<file path="config.mk">
export PLATFORM = sky130hd
export DESIGN_NAME = sv39_tlb
export DESIGN_NICKNAME = d
export VERILOG_FILES = /design/src/rtl/sv39_tlb_pkg.sv /design/src/rtl/sv39_tlb_entry.sv /design/src/rtl/sv39_tlb_victim.sv /design/src/rtl/sv39_tlb.sv
export SDC_FILE = /design/constraint.sdc
export NUM_CORES = 2
export LEC_CHECK = 0
export ABC_AREA = 1
export BUFFER_PORTS_ARGS = -buffer_cell sky130_fd_sc_hd__buf_2
export CAP_MARGIN = 20
export CELL_PAD_IN_SITES_DETAIL_PLACEMENT = 1
export CELL_PAD_IN_SITES_GLOBAL_PLACEMENT = 1
export CORE_MARGIN = 8
export CORE_UTILIZATION = 48
export CTS_CLUSTER_DIAMETER = 120
export DETAILED_ROUTE_END_ITERATION = 12
export PLACE_DENSITY = 0.87
export SLEW_MARGIN = 20
export SYNTH_ARGS = -nofsm -noshare
export SYNTH_HDL_FRONTEND = slang
export SYNTH_HIERARCHICAL = 1
export SYNTH_SLANG_ARGS = --single-unit
export TNS_END_PERCENT = 20
</file>
<file path="constraint.sdc">
create_clock -name clk -period 14.1 [get_ports clk]
set_clock_uncertainty 0.15 [all_clocks]
set_input_delay 4.23 -clock clk [delete_from_list [all_inputs] [get_ports clk]]
set_output_delay 4.23 -clock clk [all_outputs]
set_load 0.005 [all_outputs]
</file>
<file path="src/rtl/sv39_tlb_pkg.sv">
// Package: shared widths, the slot record, the fill record and the
// offset-mask function used by every part of the translation cache.
// Assumes leaf levels 0..2 of a three-level 39-bit scheme.
package sv39_tlb_pkg;
    localparam int VA_W     = 39;
    localparam int PA_W     = 56;
    localparam int ASID_W   = 16;
    localparam int ATTR_W   = 8;
    localparam int LVL_W    = 2;
    localparam int PG_BITS  = 12;
    localparam int LVL_BITS = 9;
    localparam int EXT_W    = PA_W - VA_W;

    typedef struct packed {
        logic [ASID_W-1:0] asid;
        logic              glob;
        logic [VA_W-1:0]   vpage;
        logic [VA_W-1:0]   omask;
        logic [PA_W-1:0]   ppage;
        logic [ATTR_W-1:0] attr;
        logic [PA_W-1:0]   pte_addr;
    } slot_t;

    typedef struct packed {
        logic [ASID_W-1:0] asid;
        logic              glob;
        logic [LVL_W-1:0]  level;
        logic [VA_W-1:0]   vaddr;
        logic [PA_W-1:0]   paddr;
        logic [ATTR_W-1:0] attr;
        logic [PA_W-1:0]   pte_addr;
    } fill_t;

    // Bits below the page boundary of the given leaf level.
    function automatic logic [VA_W-1:0] offset_mask(input logic [LVL_W-1:0] lvl);
        logic [VA_W-1:0] one;
        one = '0;
        one[0] = 1'b1;
        return (one << (PG_BITS + LVL_BITS * int'(lvl))) - one;
    endfunction
endpackage

</file>
<file path="src/rtl/sv39_tlb_entry.sv">
// One cache slot: holds a translation, matches lookups against it and
// decides whether a flush removes it. Assumes the top never asserts
// wr_en together with fl_en.
module sv39_tlb_entry
    import sv39_tlb_pkg::*;
#(
    parameter int AGE_W = 32
) (
    input  logic              clk,
    input  logic              rst_n,
    input  logic              wr_en,
    input  fill_t             wr_req,
    input  logic [AGE_W-1:0]  wr_age,
    input  logic              fl_en,
    input  logic              fl_use_asid,
    input  logic              fl_use_addr,
    input  logic [ASID_W-1:0] fl_asid,
    input  logic [VA_W-1:0]   fl_vaddr,
    input  logic [ASID_W-1:0] lk_asid,
    input  logic [VA_W-1:0]   lk_vaddr,
    output logic              valid,
    output logic [AGE_W-1:0]  age,
    output logic              hit,
    output logic [PA_W-1:0]   xlat_paddr,
    output logic [ATTR_W-1:0] attr,
    output logic [PA_W-1:0]   pte_addr
);
    slot_t            slot_q;
    logic             valid_q;
    logic [AGE_W-1:0] age_q;
    logic [VA_W-1:0]  new_mask;
    logic             fl_addr_m;
    logic             fl_asid_m;
    logic             kill;

    // Offset mask of the incoming walk result.
    always_comb new_mask = offset_mask(wr_req.level);

    // Slot contents: captured on a fill, cleared on reset.
    always_ff @(posedge clk) begin
        if (!rst_n) begin
            slot_q <= '0;
            age_q  <= '0;
        end else if (wr_en) begin
            slot_q.asid     <= wr_req.asid;
            slot_q.glob     <= wr_req.glob;
            slot_q.vpage    <= wr_req.vaddr & ~new_mask;
            slot_q.omask    <= new_mask;
            slot_q.ppage    <= wr_req.paddr & ~{{EXT_W{1'b0}}, new_mask};
            slot_q.attr     <= wr_req.attr;
            slot_q.pte_addr <= wr_req.pte_addr;
            age_q           <= wr_age;
        end
    end

    // Flush selection for the four combinations of identifier and address.
    always_comb begin
        fl_addr_m = (slot_q.vpage == (fl_vaddr & ~slot_q.omask));
        fl_asid_m = (slot_q.asid == fl_asid);
        unique case ({fl_use_asid, fl_use_addr})
            2'b00:   kill = 1'b1;
            2'b01:   kill = fl_addr_m;
            2'b10:   kill = !slot_q.glob && fl_asid_m;
            default: kill = !slot_q.glob && fl_asid_m && fl_addr_m;
        endcase
    end

    // Valid bit: flush clears it, fill sets it.
    always_ff @(posedge clk) begin
        if (!rst_n)              valid_q <= 1'b0;
        else if (fl_en && kill)  valid_q <= 1'b0;
        else if (wr_en)          valid_q <= 1'b1;
    end

    // Lookup match and translated address.
    always_comb begin
        hit = valid_q && (slot_q.glob || (slot_q.asid == lk_asid))
              && (slot_q.vpage == (lk_vaddr & ~slot_q.omask));
        xlat_paddr = slot_q.ppage | {{EXT_W{1'b0}}, lk_vaddr & slot_q.omask};
    end

    assign valid    = valid_q;
    assign age      = age_q;
    assign attr     = slot_q.attr;
    assign pte_addr = slot_q.pte_addr;
endmodule

</file>
<file path="src/rtl/sv39_tlb_victim.sv">
// Replacement choice: the lowest-numbered invalid slot, otherwise the
// slot with the smallest fill stamp (ties go to the lower index).
// Assumes the stamp counter does not wrap within a slot's lifetime.
module sv39_tlb_victim #(
    parameter int N     = 4,
    parameter int AGE_W = 32,
    parameter int IDX_W = (N > 1) ? $clog2(N) : 1
) (
    input  logic [N-1:0]     valid,
    input  logic [AGE_W-1:0] age [N],
    output logic [IDX_W-1:0] idx
);
    logic             found;
    logic [AGE_W-1:0] best;

    // Scan for a free slot first, then for the oldest.
    always_comb begin
        idx   = '0;
        found = 1'b0;
        best  = age[0];
        for (int i = 0; i < N; i++) begin
            if (!valid[i] && !found) begin
                idx   = IDX_W'(i);
                found = 1'b1;
            end
        end
        if (!found) begin
            for (int i = 1; i < N; i++) begin
                if (age[i] < best) begin
                    best = age[i];
                    idx  = IDX_W'(i);
                end
            end
        end
    end
endmodule

</file>
<file path="src/rtl/sv39_tlb.sv">
// Top: fully associative 39-bit translation cache. It issues fills to the
// chosen slot, broadcasts flushes and registers the lookup response one
// cycle after the strobe. Assumes fill_level is 0..2 and that at most one
// slot holds a given page (the lowest index wins otherwise).
module sv39_tlb
    import sv39_tlb_pkg::*;
#(
    parameter int N_ENTRIES = 4,
    parameter int AGE_W     = 32
) (
    input  logic              clk,
    input  logic              rst_n,
    input  logic              lk_valid,
    input  logic [ASID_W-1:0] lk_asid,
    input  logic [VA_W-1:0]   lk_vaddr,
    input  logic              fill_valid,
    input  logic [ASID_W-1:0] fill_asid,
    input  logic              fill_global,
    input  logic [LVL_W-1:0]  fill_level,
    input  logic [VA_W-1:0]   fill_vaddr,
    input  logic [PA_W-1:0]   fill_paddr,
    input  logic [ATTR_W-1:0] fill_attr,
    input  logic [PA_W-1:0]   fill_pte_addr,
    input  logic              flush_valid,
    input  logic              flush_use_asid,
    input  logic [ASID_W-1:0] flush_asid,
    input  logic              flush_use_addr,
    input  logic [VA_W-1:0]   flush_vaddr,
    output logic              rsp_valid,
    output logic              rsp_hit,
    output logic [PA_W-1:0]   rsp_paddr,
    output logic [ATTR_W-1:0] rsp_attr,
    output logic [PA_W-1:0]   rsp_pte_addr
);
    localparam int IDX_W = (N_ENTRIES > 1) ? $clog2(N_ENTRIES) : 1;

    fill_t              fill_req;
    logic [AGE_W-1:0]   stamp_q;
    logic [N_ENTRIES-1:0] ent_valid;
    logic [N_ENTRIES-1:0] ent_hit;
    logic [AGE_W-1:0]   ent_age   [N_ENTRIES];
    logic [PA_W-1:0]    ent_xlat  [N_ENTRIES];
    logic [ATTR_W-1:0]  ent_attr  [N_ENTRIES];
    logic [PA_W-1:0]    ent_pte   [N_ENTRIES];
    logic [IDX_W-1:0]   victim;
    logic               do_fill;
    logic               sel_hit;
    logic [PA_W-1:0]    sel_pa;
    logic [ATTR_W-1:0]  sel_attr;
    logic [PA_W-1:0]    sel_pte;

    // Pack the walk result.
    always_comb begin
        fill_req.asid     = fill_asid;
        fill_req.glob     = fill_global;
        fill_req.level    = fill_level;
        fill_req.vaddr    = fill_vaddr;
        fill_req.paddr    = fill_paddr;
        fill_req.attr     = fill_attr;
        fill_req.pte_addr = fill_pte_addr;
    end

    // A flush in the same cycle wins over a fill.
    assign do_fill = fill_valid && !flush_valid;

    // Free-running fill time-stamp.
    always_ff @(posedge clk) begin
        if (!rst_n) stamp_q <= '0;
        else        stamp_q <= stamp_q + AGE_W'(1);
    end

    sv39_tlb_victim #(.N(N_ENTRIES), .AGE_W(AGE_W), .IDX_W(IDX_W)) u_victim (
        .valid (ent_valid),
        .age   (ent_age),
        .idx   (victim)
    );

    for (genvar g = 0; g < N_ENTRIES; g++) begin : g_slot
        sv39_tlb_entry #(.AGE_W(AGE_W)) u_entry (
            .clk         (clk),
            .rst_n       (rst_n),
            .wr_en       (do_fill && (victim == IDX_W'(g))),
            .wr_req      (fill_req),
            .wr_age      (stamp_q),
            .fl_en       (flush_valid),
            .fl_use_asid (flush_use_asid),
            .fl_use_addr (flush_use_addr),
            .fl_asid     (flush_asid),
            .fl_vaddr    (flush_vaddr),
            .lk_asid     (lk_asid),
            .lk_vaddr    (lk_vaddr),
            .valid       (ent_valid[g]),
            .age         (ent_age[g]),
            .hit         (ent_hit[g]),
            .xlat_paddr  (ent_xlat[g]),
            .attr        (ent_attr[g]),
            .pte_addr    (ent_pte[g])
        );
    end

    // Pick the lowest-numbered matching slot.
    always_comb begin
        sel_hit  = 1'b0;
        sel_pa   = '0;
        sel_attr = '0;
        sel_pte  = '0;
        for (int i = 0; i < N_ENTRIES; i++) begin
            if (ent_hit[i] && !sel_hit) begin
                sel_hit  = 1'b1;
                sel_pa   = ent_xlat[i];
                sel_attr = ent_attr[i];
                sel_pte  = ent_pte[i];
            end
        end
    end

    // Registered lookup response; zeros on a miss.
    always_ff @(posedge clk) begin
        if (!rst_n) begin
            rsp_valid    <= 1'b0;
            rsp_hit      <= 1'b0;
            rsp_paddr    <= '0;
            rsp_attr     <= '0;
            rsp_pte_addr <= '0;
        end else begin
            rsp_valid    <= lk_valid;
            rsp_hit      <= lk_valid && sel_hit;
            rsp_paddr    <= (lk_valid && sel_hit) ? sel_pa   : '0;
            rsp_attr     <= (lk_valid && sel_hit) ? sel_attr : '0;
            rsp_pte_addr <= (lk_valid && sel_hit) ? sel_pte  : '0;
        end
    end
endmodule

</file>
==> impl_metrics.py <==
metrics = {
    "placement": {
        "numPortBuffers": 408,
        "pre_cts_ws_ps": 4620,
        "gp_routability_congestion": 1.05,
        "dpl-instance-area_mm2": 0.0543,
        "dp_hpwl_um": 151000,
    },
    "timing": {
        "maxSlewViolCount": 0,
        "final_hold_viol_count": 0,
        "setup_violations": 0,
        "finalWorstSetupSlack_ps": 4100,
        "worst_slew_margin_rel_pct": 9.36,
        "min_period_ps": 10000,
        "finalCritPeriodShare_pct": 70.9,
        "fmax_mhz": 100,
        "rsz0062_at_grt": "no",
        "tns_ps": 0,
        "worst_slew_pin_slew_ps": 1360,
    },
    "yosys": {
        "async_reset_ff_share_pct": 0,
        "synth_nets": 8104,
        "yosys_warnings": 6,
        "synth_cell_type_count": 50,
        "synth_ff_type": "dfxtp_1",
        "synthesis.area_mm2": 0.0543,
        "synthCells": 7679,
        "seq_area_frac_synth_pct": 38.0,
        "ys_seq_elements": 1030,
        "avgSynthCellArea_um2": 7.07,
        "synth-edff-count": 0,
    },
    "final_layout": {
        "stdcell_area_mm2": 0.0584,
        "fin_util_pct": 52.0,
        "areaGrowthSynthToFinish_pct": 7.58,
        "drive_gt1_share_pct": 11.6,
        "num-fill-cells": 14500,
        "nets": 7924,
    },
    "clocking": {
        "cts_setup_buffers": 0,
        "cts_tree": "built",
        "numCtsBuffers": 114,
        "clk_latency_ps": 730,
        "h-tree-depth": 3,
        "clk_pin_slew_worst_paths_ps": 60,
        "cts-root-buf": "clkbuf_16",
        "cts-resized-gates": 0,
        "cts_hold_buffers": 0,
        "clk_path_buf_depth": 3,
        "clock-sinks": 1030,
    },
    "floorplanning": {
        "placementRows": 123,
        "dieArea_mm2": 0.124,
        "start_util_pct": 48.3,
        "io_pins": 417,
        "fp.dieH_um": 352,
        "core_area_mm2": 0.112,
        "die_width_um": 352,
    },
    "drt": {
        "routed_via_density": 6.02,
        "drt_wl_total_um": 231000,
        "ant_nets": 0,
        "first_iter_violations": 5620,
        "first_pass_iters": 6,
        "wl_per_cell_um": 25.3,
        "vias": 55000,
        "drcViolationCount": 0,
    },
    "setup_path": {
        "r2r_start": "g_slot[0].u_entry/age[14]$_SDFFE_PN0P_",
        "timing.rr.end": "g_slot[1].u_entry/slot_q[124]$_SDFFE_PN0P_",
        "arrival_ps": 10500,
        "crit_required_ps": 14590,
        "critical_path_class": "flop to flop",
        "endpoint_kind": "flop",
        "cpMaxStageDelayCell": "buf_4",
        "path_max_fanout": 87,
        "crit_top_cell": "a21oi_1",
        "slowest_delay_ps": 720,
        "critPathLaunchType": "flop",
        "r2r_cells": 35,
        "r2r_slack_ps": 4100,
    },
    "global_route": {
        "grt_max_degree": 193,
        "grt_pass1_wl_um": 344000,
        "grt_usage_pct": 35.2,
        "grt-ovfl-total": 0,
        "antenna_found_initial": 69,
        "grt_pass1_vias": 56200,
    },
    "power_and_ir_drop": {
        "power.total_mw": 6.89,
        "p_leak_nw": 24.7,
        "power_density_mw_per_mm2": 118,
        "ir_drop_v": 0.000105,
    },
    "worst_hold_path": {
        "min_to": "g_slot[2].u_entry/slot_q[90]$_SDFFE_PN0P_",
        "worstHoldPathType": "flop to flop",
        "min_from": "g_slot[2].u_entry/slot_q[90]$_SDFFE_PN0P_",
        "hold_depth": 2,
    },
    "outcome": {
        "status": "complete, no violations",
    },
    "run": {
        "maxCapViolCount": 0,
    },
}
==> registers in the layout (all words and copies together) (netlist names) <==
register / cells
g_slot.u_entry/slot_q: 488
g_slot.u_entry/pte_addr: 224
g_slot.u_entry/age: 128
rsp_paddr: 56
rsp_pte_addr: 56
g_slot.u_entry/attr: 32
stamp_q: 32
rsp_attr: 8
g_slot.u_entry/valid: 4
rsp_hit: 1
rsp_valid: 1
==> cells by family after synthesis <==
group	Yosys count	synth area share, %
compound gates	1448	16.6
xor+xnor	182	2.94
fa+ha+maj	130	3.00
buf+inv	1253	11.7
flops	1030	38.0
simple gates	3636	27.8
==> cells in the mapped netlist (4+ instances only) <==
cell type,n,area (µm²)
ha_1,130,1630
o21a_1,7,52.6
o21bai_1,40,300
inv_2,26,97.6
clkbuf_1,231,867
a21oi_2,4,35.0
xnor2_1,88,771
nand3_2,5,50.1
a41oi_2,100,1630
a21oi_1,421,2110
nand3b_1,13,97.6
nand4_1,166,1040
clkinv_1,6,22.5
nand2_2,16,100
nand2_1,1570,5890
o21ai_1,20,100
inv_1,456,1710
nand3_1,529,2650
or2_2,24,150
o22ai_1,28,175
buf_6,26,293
dfxtp_1,1030,20600
o211ai_1,10,75.1
nor3_1,28,140
buf_4,339,2540
xor2_1,94,823
buf_2,150,751
nor3_2,4,40.0
inv_6,4,35.0
a41oi_1,19,166
a21o_1,64,480
o21ai_0,666,3330
buf_1,15,56.3
nor2_1,1250,4690
a21boi_0,4,30.0
nor2_2,20,125
o2111ai_1,8,70.1
a211oi_1,49,368
==> placed cells by master, fill, tap and decap left out, types with 7 or more instances in the layout <==
master     synthesis  routed
nand2_2           16      16
a211oi_1          49      49
a21oi_1          421     421
nor2_2            20      15
or2_2             24      24
ha_1             130     130
o21bai_1          40      40
buf_4            339      53
o2111ai_1          8       8
clkinv_2           0      38
a21o_1            64      64
a41oi_2          100     100
nand2_1         1570    1569
inv_1            456     452
diode_2            0      47
o22ai_1           28      28
clkbuf_16          0     116
clkbuf_8           0      27
a41oi_1           19      19
o21ai_1           20      20
o211ai_1          10      10
nand4_1          166     166
nor3_1            28      24
nand3_1          529     529
nor3_2             4       8
bufinv_16          0      11
xor2_1            94      94
o21a_1             7       7
clkbuf_1         231      15
o21ai_0          666     666
nor2_1          1250    1250
nand3b_1          13      13
inv_2             26      20
xnor2_1           88      88
dfxtp_1         1030    1030
buf_2            150     407
==> cell type report <==
cell class	instances	area (µm²)	share of cell area, %
Timing Repair Buffer	465	2530	4.33
Clock inverter	54	682	1.17
Multi-Input combinational cell	5396	27300	46.8
Inverter	492	1910	3.26
Tap cell	1500	1880	3.21
Sequential cell	1030	20600	35.3
Antenna cell	47	118	0.201
Clock buffer	158	3330	5.70
==> stage by stage <==
| step | instances | hold WS, ps |
|---|---|---|
| floorplan | 7679 | 291 |
| global placement | 8883 | 298 |
| detailed placement | 8883 | 304 |
| CTS | 9095 | 314 |
| global route | 9121 | 330 |
| finish | 9142 | 314 |
==> critical path: cells and delay by family (launching register included) <==
kind	cells	cell delay [ps]
AOI/OAI and AO/OA	14	3940
adders and majority gates	3	940
buffers and inverters	7	2100
DFF	1	360
and+or+nand+nor	11	2260
==> worst max-delay path by stage <==
stage / startpoint / cells past startpoint / end
2_1_floorplan: fill_level[1] / 10 / g_slot[0].u_entry/slot_q[165]$_SDFFE_PN0P_
3_3_place_gp: lk_vaddr[36] / 15 / rsp_paddr[33]$_SDFF_PN0_
3_5_place_dp: lk_vaddr[36] / 15 / rsp_paddr[33]$_SDFF_PN0_
4_1_cts: g_slot[0].u_entry/age[14]$_SDFFE_PN0P_ / 36 / g_slot[2].u_entry/slot_q[197]$_SDFFE_PN0P_
5_1_grt: g_slot[0].u_entry/age[14]$_SDFFE_PN0P_ / 39 / g_slot[2].u_entry/slot_q[195]$_SDFFE_PN0P_
6_report: g_slot[0].u_entry/age[14]$_SDFFE_PN0P_ / 35 / g_slot[1].u_entry/slot_q[124]$_SDFFE_PN0P_
==> power by group <==
group	switching [mW]	internal (mW)
clock	1.33	1.86
combinational	0.507	0.189
sequential	0.0373	2.96
total	1.88	5.01
==> layer usage <==
layer / part of all wire [%] / vias to the layer above / wire length, µm / track usage (%)
met1: 40 / 27000 / 92900 / 44.2
met4: 5.7 / 26 / 13100 / 19.7
met3: 9.8 / 672 / 22600 / 8.24
met2: 44 / 2729 / 102000 / 55.4
met5: 0.079 / - / 183 / 0
li1: - / 24500 / - / -
Note: power is estimated with default switching activity, not from simulation.
